[src/rtl/irq_prio_pkg.sv]
package irq_prio_pkg;
  localparam int PRIO_W   = 8;
  localparam int GRP_W    = 3;
  localparam logic [PRIO_W-1:0] IMPL_MASK = 8'hF0;

  // Mask of the bits above the binary point for grouping value g
  function automatic logic [PRIO_W-1:0] grp_mask(input logic [GRP_W-1:0] g);
    logic [PRIO_W:0] m;
    m = {(PRIO_W+1){1'b1}} << (int'(g) + 1);
    return m[PRIO_W-1:0];
  endfunction

  // Group (pre-emption) portion of a priority byte
  function automatic logic [PRIO_W-1:0] grp_key(input logic [PRIO_W-1:0] p,
                                                input logic [GRP_W-1:0] g);
    return p & grp_mask(g);
  endfunction
endpackage

[src/rtl/irq_prio_regs.sv]
module irq_prio_regs
  import irq_prio_pkg::*;
#(
  parameter int NUM_LINES = 8,
  localparam int IDX_W = $clog2(NUM_LINES)
) (
  input  logic                               clk,
  input  logic                               rst_n,
  input  logic                               prio_wr_en,
  input  logic [IDX_W-1:0]                   prio_addr,
  input  logic [PRIO_W-1:0]                  prio_wdata,
  output logic [PRIO_W-1:0]                  prio_rdata,
  input  logic                               grp_wr_en,
  input  logic [GRP_W-1:0]                   grp_wdata,
  output logic [GRP_W-1:0]                   grp_value,
  output logic [NUM_LINES-1:0][PRIO_W-1:0]   prio_all
);
  logic [NUM_LINES-1:0][PRIO_W-1:0] prio_q;
  logic [GRP_W-1:0]                 grp_q;

  generate
    for (genvar i = 0; i < NUM_LINES; i++) begin : g_line
      always_ff @(posedge clk or negedge rst_n) begin
        if (!rst_n)
          prio_q[i] <= '0;
        else if (prio_wr_en && prio_addr == IDX_W'(i))
          prio_q[i] <= prio_wdata & IMPL_MASK;
      end
    end
  endgenerate

  always_ff @(posedge clk or negedge rst_n) begin
    if (!rst_n)         grp_q <= '0;
    else if (grp_wr_en) grp_q <= grp_wdata;
  end

  assign prio_rdata = prio_q[prio_addr];
  assign grp_value  = grp_q;
  assign prio_all   = prio_q;

  AST_WRITE_READBACK: assert property (@(posedge clk) disable iff (!rst_n)
    prio_wr_en |=> ($stable(prio_addr) -> prio_rdata == ($past(prio_wdata) & 8'hF0)));
  AST_BYTES_KEPT: assert property (@(posedge clk) disable iff (!rst_n)
    !prio_wr_en |=> $stable(prio_all));
  AST_GRP_HELD: assert property (@(posedge clk) disable iff (!rst_n)
    !grp_wr_en |=> $stable(grp_value));
endmodule

[src/rtl/irq_prio_select.sv]
module irq_prio_select
  import irq_prio_pkg::*;
#(
  parameter int NUM_LINES = 8,
  localparam int IDX_W = $clog2(NUM_LINES)
) (
  input  logic                             clk,
  input  logic                             rst_n,
  input  logic [NUM_LINES-1:0]             pend,
  input  logic [NUM_LINES-1:0][PRIO_W-1:0] prio_all,
  output logic                             win_valid,
  output logic [IDX_W-1:0]                 win_idx,
  output logic [PRIO_W-1:0]                win_prio
);
  // The byte already orders group bits above subpriority bits, so a plain
  // minimum of the byte ranks by group first, then subpriority.
  always_comb begin
    win_valid = 1'b0;
    win_idx   = '0;
    win_prio  = '1;
    for (int i = 0; i < NUM_LINES; i++) begin
      if (pend[i] && (!win_valid || prio_all[i] < win_prio)) begin
        win_valid = 1'b1;
        win_idx   = IDX_W'(i);
        win_prio  = prio_all[i];
      end
    end
  end

  AST_IDLE_ZERO: assert property (@(posedge clk) disable iff (!rst_n)
    (pend == '0) |-> (!win_valid && win_idx == '0));
  AST_WIN_IS_PENDING: assert property (@(posedge clk) disable iff (!rst_n)
    win_valid |-> pend[win_idx]);
endmodule

[src/rtl/irq_prio_preempt.sv]
module irq_prio_preempt
  import irq_prio_pkg::*;
(
  input  logic              clk,
  input  logic              rst_n,
  input  logic [GRP_W-1:0]  grp_value,
  input  logic              win_valid,
  input  logic [PRIO_W-1:0] win_prio,
  input  logic              act_valid,
  input  logic [PRIO_W-1:0] act_prio,
  output logic              preempt
);
  logic [PRIO_W-1:0] win_grp, act_grp;

  assign win_grp = grp_key(win_prio, grp_value);
  assign act_grp = grp_key(act_prio, grp_value);
  assign preempt = act_valid && win_valid && (win_grp < act_grp);

  AST_PREEMPT_NEEDS_ACT: assert property (@(posedge clk) disable iff (!rst_n)
    preempt |-> (act_valid && win_valid));
  AST_PREEMPT_MORE_URGENT: assert property (@(posedge clk) disable iff (!rst_n)
    preempt |-> (win_prio < act_prio));
endmodule

[src/rtl/irq_prio_arb.sv]
module irq_prio_arb
  import irq_prio_pkg::*;
#(
  parameter int NUM_LINES = 8,
  localparam int IDX_W = $clog2(NUM_LINES)
) (
  input  logic                  clk,
  input  logic                  rst_n,
  input  logic                  prio_wr_en,
  input  logic [IDX_W-1:0]      prio_addr,
  input  logic [7:0]            prio_wdata,
  output logic [7:0]            prio_rdata,
  input  logic                  grp_wr_en,
  input  logic [2:0]            grp_wdata,
  output logic [2:0]            grp_value,
  input  logic [NUM_LINES-1:0]  pend,
  input  logic                  act_valid,
  input  logic [IDX_W-1:0]      act_idx,
  output logic                  win_valid,
  output logic [IDX_W-1:0]      win_idx,
  output logic                  preempt
);
  logic [NUM_LINES-1:0][PRIO_W-1:0] prio_all;
  logic [PRIO_W-1:0]                win_prio;
  logic [PRIO_W-1:0]                act_prio;

  irq_prio_regs #(.NUM_LINES(NUM_LINES)) u_regs (
    .clk(clk), .rst_n(rst_n),
    .prio_wr_en(prio_wr_en), .prio_addr(prio_addr),
    .prio_wdata(prio_wdata), .prio_rdata(prio_rdata),
    .grp_wr_en(grp_wr_en), .grp_wdata(grp_wdata),
    .grp_value(grp_value), .prio_all(prio_all)
  );

  irq_prio_select #(.NUM_LINES(NUM_LINES)) u_sel (
    .clk(clk), .rst_n(rst_n), .pend(pend), .prio_all(prio_all),
    .win_valid(win_valid), .win_idx(win_idx), .win_prio(win_prio)
  );

  assign act_prio = prio_all[act_idx];

  irq_prio_preempt u_pre (
    .clk(clk), .rst_n(rst_n), .grp_value(grp_value),
    .win_valid(win_valid), .win_prio(win_prio),
    .act_valid(act_valid), .act_prio(act_prio), .preempt(preempt)
  );
endmodule

[config.mk]
export PLATFORM = sky130hd
export DESIGN_NAME = irq_prio_arb
export DESIGN_NICKNAME = d
export VERILOG_FILES = /design/src/rtl/irq_prio_pkg.sv /design/src/rtl/irq_prio_regs.sv /design/src/rtl/irq_prio_select.sv /design/src/rtl/irq_prio_preempt.sv /design/src/rtl/irq_prio_arb.sv
export SDC_FILE = /design/constraint.sdc
export NUM_CORES = 1
export LEC_CHECK = 0
export BUFFER_PORTS_ARGS = -buffer_cell sky130_fd_sc_hd__buf_4
export CORE_UTILIZATION = 35
export DETAILED_ROUTE_END_ITERATION = 7
export GPL_TIMING_DRIVEN = 0
export MAX_ROUTING_LAYER = met4
export PLACE_DENSITY = 0.61
export RECOVER_POWER = 25
export SLEW_MARGIN = 20
export SYNTH_ARGS = -nofsm -noshare
export SYNTH_HDL_FRONTEND = slang
export SYNTH_SLANG_ARGS = --single-unit
[constraint.sdc]
create_clock -name clk -period 17 [get_ports clk]
set_clock_uncertainty 0.1 [all_clocks]
set_input_delay 0.85 -clock clk [delete_from_list [all_inputs] [get_ports clk]]
set_output_delay 0.85 -clock clk [all_outputs]
set_load 0.02 [all_outputs]
Word-level counts from Yosys, hierarchy flattened

Cells that the tools add are included.

Register bits after elaboration: 35
Input bits: 30

Add/sub/neg operators: 1
Magnitude comparators: 10
Eq/ne operators: 7
Shift operators: 1
Multiplexer cells: 27
Bitwise gates (word level): 2
Reduce and logical (&&, ||, !) cells: 32

Operators with widths:

| kind                                                | count |
|---|---|
| 2-to-1 mux 8 bit                                    | 10 |
| < comparator 8 bit                                  | 8 |
| binary-select mux 8 bit (select 3 bit)              | 2 |
| logical AND 1 bit                                   | 17 |
| bitwise AND 8 bit                                   | 2 |
| == test 3 bit (second input constant)               | 4 |
| 2-to-1 mux 3 bit                                    | 4 |
| 2-to-1 mux 1 bit                                    | 9 |
| left shift 9 x 4 -> 8 bit (first input constant)    | 1 |
| < comparator 3 x 4 -> 1 bit (second input constant) | 2 |
| logical NOT 1 bit                                   | 7 |
| logical OR 1 bit                                    | 7 |
| == test 3 x 2 -> 1 bit (second input constant)      | 2 |
| adder 3 x 1 -> 4 bit (second input constant)        | 1 |
| 2-to-1 mux 2 bit                                    | 2 |
| == test 3 x 1 -> 1 bit (second input constant)      | 1 |
| logical NOT 3 bit                                   | 1 |

Logic depth before layout (Yosys ltp)

Gate-level depths: netlist (run 1).

Word-level depth: 32
Depth in mapped cells: 69
Depth with buffers taken out: 65

Hierarchy

From an unflattened synthesis (run 1), not the netlist that was laid out.

Cell total of the unflattened synthesis: 568
Area, all modules: 5171.2 um^2

By module, submodules not included:

| module           | times used | cells each | area each (um^2) |
|---|---|---|---|
| irq_prio_select  | 1          | 344        | 2397.3 |
| irq_prio_regs    | 1          | 149        | 1908.1 |
| irq_prio_arb     | 1          | 29         | 550.5 |
| irq_prio_preempt | 1          | 46         | 315.3 |

Worst setup path after synthesis (run 1)

No wires, ideal clock.

Path kind: in2out
Start: in pend[0]
End: out preempt
Data arrival time: 11.692 ns
Required time: 16.050 ns
Path slack: 4.358 ns
Stages: 65
Buffers on the path: 4
Path through: buf_6 nor2b_1 ha_1 nor2_1 o211ai_2 o21ai_4 nand2_1 o21ai_0 inv_1 ha_1 o21ai_1 nand2_1 a2111oi_2 mux2i_2 and2_4 buf_6 mux2_2 inv_1 [29 not listed] nor2_1 a21oi_1 o311ai_4 mux2_4 ha_1 o21a_1 o21ai_0 nand2b_1 a21oi_1 o21ai_0 buf_1 nor2_1 a221oi_2 ha_1 a21o_1 nand2_1 nand4b_1 a31oi_1

Cells in the longest elaborated chain, start to end: 32
Elaborated cells between the ends (all ways): 48
Classes of those cells: order compare: 8; mux: 16; bitwise: 1; reduce/logical: 23

RTL lines:

| item                                                    | RTL line               | RTL |
|---|---|---|
| start, declared                                         | irq_prio_arb.sv:16     | `input logic [NUM_LINES-1:0] pend,` |
| 2-to-1 mux 8 bit or 2-to-1 mux 1 bit (tied branches)    | irq_prio_select.sv:22  | `if (pend[i] && (!win_valid \|\| prio_all[i] < win_prio)) begin` |
| < comparator 8 bit or logical NOT 1 bit (tied branches) | irq_prio_select.sv:22  |  |
| logical OR 1 bit                                        | irq_prio_select.sv:22  |  |
| logical AND 1 bit                                       | irq_prio_select.sv:22  |  |
| 2-to-1 mux 8 bit or 2-to-1 mux 1 bit (tied branches)    | irq_prio_select.sv:22  |  |
| < comparator 8 bit or logical NOT 1 bit (tied branches) | irq_prio_select.sv:22  |  |
| logical OR 1 bit                                        | irq_prio_select.sv:22  |  |
| logical AND 1 bit                                       | irq_prio_select.sv:22  |  |
| [16 not listed]                                         | -                      |  |
| 2-to-1 mux 8 bit or 2-to-1 mux 1 bit (tied branches)    | irq_prio_select.sv:22  |  |
| < comparator 8 bit or logical NOT 1 bit (tied branches) | irq_prio_select.sv:22  |  |
| logical OR 1 bit                                        | irq_prio_select.sv:22  |  |
| logical AND 1 bit                                       | irq_prio_select.sv:22  |  |
| 2-to-1 mux 8 bit                                        | irq_prio_select.sv:22  |  |
| bitwise AND 8 bit                                       | irq_prio_pkg.sv:16     | `return p & grp_mask(g);` |
| < comparator 8 bit                                      | irq_prio_preempt.sv:17 | `assign preempt = act_valid && win_valid && (win_grp < act_grp);` |
| logical AND 1 bit (*)                                   | irq_prio_preempt.sv:17 |  |
| end, declared                                           | irq_prio_arb.sv:21     | `output logic preempt` |

Mark *: on every way between the ends. The rest lies on a longest branch, timed or not.

Worst setup path in the final report (run 1)

Ends and elaborated chain as after synthesis.

==> run metrics, run 1 <==
vias in the first global route around 2700; CTS H-Tree Depth 2; clk buf depth 2; met1 global-route usage between 20 and 30%; top area cells in the synthesized netlist dfrtp_1 (26%), mux2_2 (14%), mux4_2 (11%); router iterations before antenna repair 4; R2R Path Start u_regs.prio_all[22]; GPL Wtd Cong between 0.8 and 0.9; Synth-to-Final Area Change 14.62%; ys async rst share between 90% and 100%; kind of critical path in -> out; global-route wire length before repair 14250 um; TritonCTS clock tree yes; Slowest-stage cell, CP buf_1; status finished with violations; Initial Utilization 36.43%; Max Cap Viol 1; Final Total Pwr between 0.0006 and 0.0007 W; most used cell, CP ha_1; PD cells 162.2 nW/um2; port bufs 32; Fill cells between 800 and 900; hold_sp u_regs.prio_all[7]; GR Util met3 2.011%; drt first-iter violations 208; hold buffer count at CTS 0; Worst Path Required 16.05 ns; drt via density 5.486; Die Width 100.5 um; Worst-path clk slew approximately 0.070 ns; number of synthesized flops with an enable pin 0; top cell type's share of synthesized area about a quarter; worst hold-check path type reg -> reg; Final Net Count 414; period utilisation layout between 80% and 90%; Num CTS Buffers 5; fmax 72.01 MHz; Worst Setup Start Kind input port; grt ovf 0; Ant. Diodes 0; met2 Use GR 28.87%; arrival time at the worst endpoint 12.94 ns; failing checks capacitance limit, slew limit; dpl hpwl 6692 um; cell with the most instances after synthesis mux2_2; Least-Margin Pin Slew about 1.8 ns; max-slew violation count 36; FF+latch count, synth 35; Leakage roughly 1.7 nW; Die Ht 100.5 um; final setup vio count 0; VDD IR max around 0.075 mV; max_slew headroom -22.81%; Final Util a little over two fifths; Avg Cell Area, Syn 10.65 um2; Post-CTS Resized 0; share of post-route cells with drive strength above 1 37.12%; CP Max Fanout 10; Post-Route WL 8603 um; Tmin final approximately 14 ns; synthesized area 3398 um2; Primary FF master, synth dfrtp_1; Post-CTS Setup Inserts 0; FF-to-FF path depth 3; unrepaired setup endpoints after global routing false; setup_tns 0 ns; Rows 35; later-pin clock latency in the skew report approximately 0.28 ns; Hold Fails Final Rpt 0; DRC 0; CTS root buf clkbuf_8; area of the core 9328 um2; Synthesis Warnings 0; Critical Path Max Stage Delay 0.42 ns; Commonest cells post-synth mux2_2 (41), dfrtp_1 (35), nand2_1 (24); clk sinks 35; post-synth top area cell dfrtp_1; initial antenna violation count 0; Seq/Total Area, Yosys 25.77%; CP Capture Type output pin; Syn Inst Count 319; I/O Pins 46; GRT Total Usage a little under a fifth; start point of the critical path pend[0]; GRT busiest layer met2; hold depth 1; antenna viol nets, final 0; Routed WL per cell 17.56 um; largest net degree at the start of global routing 36; count of different cell masters after synthesis 65; DIE AREA between 10000 and 15000 um2; total vias in the final route 2688
-- placed cells by master, fill, tap and decap left out, types with 8 or more instances in the layout --
master / synthesis / final
inv_1: 20 / 20
o21ai_0: 19 / 19
nor2_1: 8 / 8
mux4_2: 16 / 16
a21oi_1: 9 / 9
mux2_2: 41 / 41
nand2_1: 24 / 24
ha_1: 23 / 23
dfrtp_1: 35 / 35
buf_4: 5 / 36
-- sequential cells by signal, indices dropped and copies added, names as in the netlist --
signal            count
u_regs.grp_value      3
u_regs.prio_all      32
-- cell families (layout without fill, tap and decap cells) --
kind of cell / Yosys count / in the layout / synth area share, %
simple gates: 73 / 73 / 11.75
compound gates: 77 / 77 / 18.45
fa+ha+maj: 23 / 23 / 8.468
other cells: 1 / 4 / 0.1104
flops: 35 / 35 / 25.77
mux: 73 / 73 / 30.34
buf+inv: 37 / 76 / 5.118
-- final timing paths --
kind                                        to  slack [ns]
hold / removal              u_regs.prio_all[7]        0.49
hold reg to reg             u_regs.prio_all[7]        0.49
setup / recovery                       preempt        3.11
setup reg to reg           u_regs.prio_all[22]       15.96
max in group asynchronous  u_regs.prio_all[29]       14.77
min in group asynchronous  u_regs.grp_value[2]        0.96
-- power breakdown --
part	internal, W	switching, W	leakage [nW]
combinational	0.000214	0.000224	1.20
clock	0.0000317	0.0000275	0.0470
sequential	0.000101	0.0000341	0.420
-- critical path, delay by kind of cell --
kind                       cells  cell delay [ns]
and+or+nand+nor               14             1.78
AOI/OAI and AO/OA             28             5.10
adders and majority gates      8             2.06
muxes                          6             1.76
buffers and inverters         10             1.34
-- layer usage --
layer / share of wire [%] / routed length, um
met5: 0 / 0
met2: 46 / 3952
met4: 0.79 / 68
met1: 48 / 4110
met3: 5.5 / 471
-- stage by stage --
| step | instance area (um2) | setup slack [ns] | cells | hold slack, ns |
|---|---|---|---|---|
| global placement | 3811 | 3.317 | 483 | 0.4673 |
| finish | 3895 | 3.112 | 490 | 0.4917 |
| global route | 3895 | 1.921 | 490 | 0.5198 |
| CTS | 3899 | 3.144 | 490 | 0.4155 |
| floorplan | 3410 | 4.358 | 322 | 0.4172 |
| detailed placement | 3811 | 3.212 | 483 | 0.4744 |
-- layout make-up --
class / count / area [um2] / area share, %
buffer: 16 / 95.09 / 2.441
clock buffer: 6 / 82.58 / 2.120
clock inverter: 1 / 5.005 / 0.1285
inverter: 21 / 78.83 / 2.024
multi-input combinational: 250 / 2360 / 60.58
sequential: 35 / 875.8 / 22.49
tap: 129 / 161.4 / 4.144
timing repair buffer: 32 / 236.5 / 6.071
(Power assumes the default switching activity.)
==> run 2: changes to the inputs <==
- ABC_AREA: not set -> 1
- clock period: 17 -> 13.9 ns (I/O delays scaled with it)
==> run 2 against run 1 <==
  * The flow still finishes with violations (capacitance limit, slew limit)
  * Count of clock-buffer cells in the layout unchanged
  * Non-clock buffer count shrank 3
  * Register-to-register slack worse by 3.0 ns
  * Global-route usage increased by 2.4 points
  * Sequential power is 11% higher
  * Combinational power is 35% lower
  * Die area is 9.6% lower
  * Synthesized cell count grew 45%
==> run metrics, run 2 <==
Synthesis Warnings 0 (unchanged); adder-cell share of the synthesized area 9.388% (+0.92 points); Synth-to-Final Area Change 17.43%; initial antenna violation count 0 (unchanged); Critical Path Max Stage Delay 0.40 ns (-0.02 ns); Simple-Gate Fraction of Synth Area 30.20% (+18 points); Hold Fails Final Rpt 0 (unchanged); VDD IR max 0.07509 mV (-0.41%); most common cell after layout, fill and taps aside nand2_1; Commonest cells post-synth nand2_1 (138), o21ai_0 (70), inv_1 (62); Final Util 43.16% (+1.4 points); Worst-path clk slew 0.07 ns (about the same); max_slew headroom -27.64% (-4.8 points); GRT Total Usage 21.35% (+2.4 points); worst setup slack after layout 3.685 ns (+0.5725 ns); grt ovf 0 (unchanged); max reg flops 32 (unchanged); dpl ws 3.689 ns (+0.4770 ns); Leakage 1.882 nW (+13%); I/O Pins 46 (unchanged); Max Cap Viol 1 (unchanged); number of synthesized flops with an enable pin 0 (unchanged); Least-Margin Pin Slew 1.915 ns (+0.07247 ns); top area cells in the synthesized netlist dfrtp_1 (29%), nand2_1 (17%), o21ai_0 (11%); CTS root buf clkbuf_8; clk buf depth 2 (unchanged); Comb power frac 53.7% (-16 points); Crit path max-delay family simple AND/OR/NAND/NOR gates; PD cells 147.8 nW/um2 (-8.9%); Avg Cell Area, Syn 6.607 um2 (-38%); Num CTS Buffers 5 (unchanged); fmax 97.89 MHz; router iterations before antenna repair 4 (unchanged); CP Capture Type output pin; Die Width 95.59 um (-4.9%); count of different cell masters after synthesis 34 (-48%); xor-xnor portion of the synthesized cell area 0% (unchanged); Slowest-stage cell, CP clkbuf_1; post-synthesis mux area share 0.7347% (-30 points); CP Max Fanout 10 (unchanged); Ant. Diodes 0 (unchanged); area of the core 8341 um2 (-11%); post-synth top area cell dfrtp_1; Final Net Count 564 (+36%); hold buffer count at CTS 0 (unchanged); port bufs 37 (+16%); compound-gate portion of the synthesized area 20.82% (+2.4 points); Syn Inst Count 464 (+45%); antenna viol nets, final 0 (unchanged); Post-Route WL 8595 um (about the same); max-slew violation count 36 (unchanged); Cell Count, Final, Fillers Out 617 (+26%); commonest cells after routing, fill and taps aside nand2_1 (138), o21ai_0 (70), inv_1 (62); Switch Pwr 0.0002416 W (-15%); GPL Wtd Cong 0.9097 (+11%); drt via density 5.065 (-7.7%); WP buf/inv 8 (-2); largest net degree at the start of global routing 36 (unchanged); FF+latch count, synth 35 (unchanged); Worst Path Required 13.11 ns (-2.94 ns); combinational family with the most area after synthesis simple AND/OR/NAND/NOR gates; DRC 0 (unchanged); Post-CTS Resized 0 (unchanged); unrepaired setup endpoints after global routing false; clk sinks 35 (unchanged); cell with the most instances after synthesis nand2_1; global-route wire length before repair 14470 um (+1.6%); Worst Setup Start Kind input port; Initial Utilization 36.75% (+0.32 points); dpl hpwl 6816 um (+1.9%); TritonCTS clock tree yes; Primary FF master, synth dfrtp_1; total vias in the final route 3125 (+16%); Multi-input gate area 1889 um2 (-20%); Register Area 875.8 um2 (unchanged); most used cell, CP nand2_1; period utilisation layout between 70 and 80%; status finished with violations; Routed WL per cell 13.93 um (-21%); kind of critical path in -> out; Post-CTS Setup Inserts 0 (unchanged); later-pin clock latency in the skew report 0.29 ns (about the same); vias in the first global route 3043 (+11%); Reg power frac 28.2% (+6.9 points); Tmin final 10.22 ns; placed cells 609 (+26%); Fill cells 929 (+3.6%); synthesized area 3065 um2 (-9.8%); arrival time at the worst endpoint 9.42 ns (-3.52 ns); dpl cell area 3486 um2 (-8.5%); CTS H-Tree Depth 2 (unchanged); Seq/Total Area, Yosys 28.57% (+2.8 points); design area 3600 um2 (-7.6%); switching portion of total power 45.42% (+0.29 points); DIE AREA 9136 um2 (-9.6%); clock network power share 18.0% (+8.6 points); final setup vio count 0 (unchanged); Die Ht 95.59 um (-4.9%); drt first-iter violations 168 (-19%); ys async rst share 100.0% (unchanged); setup_tns 0 ns (unchanged); Rows 33 (-5.7%); share of post-route cells with drive strength above 1 15.82% (-21 points); failing checks capacitance limit, slew limit; top cell type's share of synthesized area 28.57% (+2.8 points); Internal 0.0002904 W (-16%); worst hold-check path type reg -> reg
## run 2: cell types whose count changed in the layout (fill, tap and decap cells not counted), moves of 6 or more
| cell | before | now |
|---|---|---|
| inv_1 | 20 | 62 |
| mux2_2 | 41 | 2 |
| mux2i_1 | 6 | 0 |
| mux4_2 | 16 | 0 |
| nand2_1 | 24 | 138 |
| nand2_2 | 0 | 13 |
| nand2b_1 | 6 | 0 |
| nand3_1 | 6 | 26 |
| nor2_1 | 8 | 26 |
| o21ai_0 | 19 | 70 |
## run 2: path summary, 6_finish.rpt
check                                    startpoint                   to  slack (ns)  cells after the start
worst max-delay path                        pend[0]              preempt        3.68                     71
worst min-delay path            u_regs.prio_all[28]  u_regs.prio_all[28]        0.42                      2
worst max register to register  u_regs.grp_value[1]  u_regs.grp_value[1]       13.00                      1
worst min register to register  u_regs.prio_all[28]  u_regs.prio_all[28]        0.42                      2
max in group asynchronous                     rst_n  u_regs.prio_all[30]       11.77                      1
min in group asynchronous                     rst_n  u_regs.prio_all[14]        0.82                      1
## run 2: tightest hold or removal path: stages, from the launching register on
cell and delay (ns):
dfrtp_1 0.37, nand2_1 0.06, o21ai_0 0.06
## run 2: power groups by stage
stage	Sequential [W]	Clock [W]	Combinational [W]
finish	0.000150	0.0000960	0.000286
global route	0.000153	0.000103	0.000338
CTS	0.000149	0.0000982	0.000289
detailed placement	0.000151	0	0.000287
global placement	0.000151	0	0.000278
floorplan	0.000140	0	0.000215
## run 2: layer usage
metal	GRT usage, %	part of all wire (%)	vias to the layer above
li1	-	-	1609
met2	33.15	46	92
met3	1.914	5.3	12
met4	6.965	2.2	0
met1	29.24	47	1412
met5	-	0	-
## run 2: area by class of cell
class | instances | area share (%)
clock buffers | 6 | 2.294
well taps | 105 | 3.650
flip-flops and latches | 35 | 24.33
inverters | 71 | 7.404
repair buffers | 37 | 7.612
plain buffers | 8 | 1.251
clock inverters | 2 | 0.9732
multi-input cells | 353 | 52.49
## run 2: cell families after synthesis
group	after synthesis
AO/OA/AOI/OAI	111
adder cells (fa/ha/maj)	23
buffers and inverters	79
flip-flops	35
multiplexers	2
other	1
AND/OR/NAND/NOR	213
## run 2: metrics by stage
step | hold slack (ns) | total power (W)
2_1_floorplan | 0.2994 | 0.0003549
3_3_place_gp | 0.3959 | 0.0004293
3_5_place_dp | 0.4051 | 0.0004384
4_1_cts | 0.2592 | 0.0005364
5_1_grt | 0.4577 | 0.0005940
6_report | 0.4235 | 0.0005321
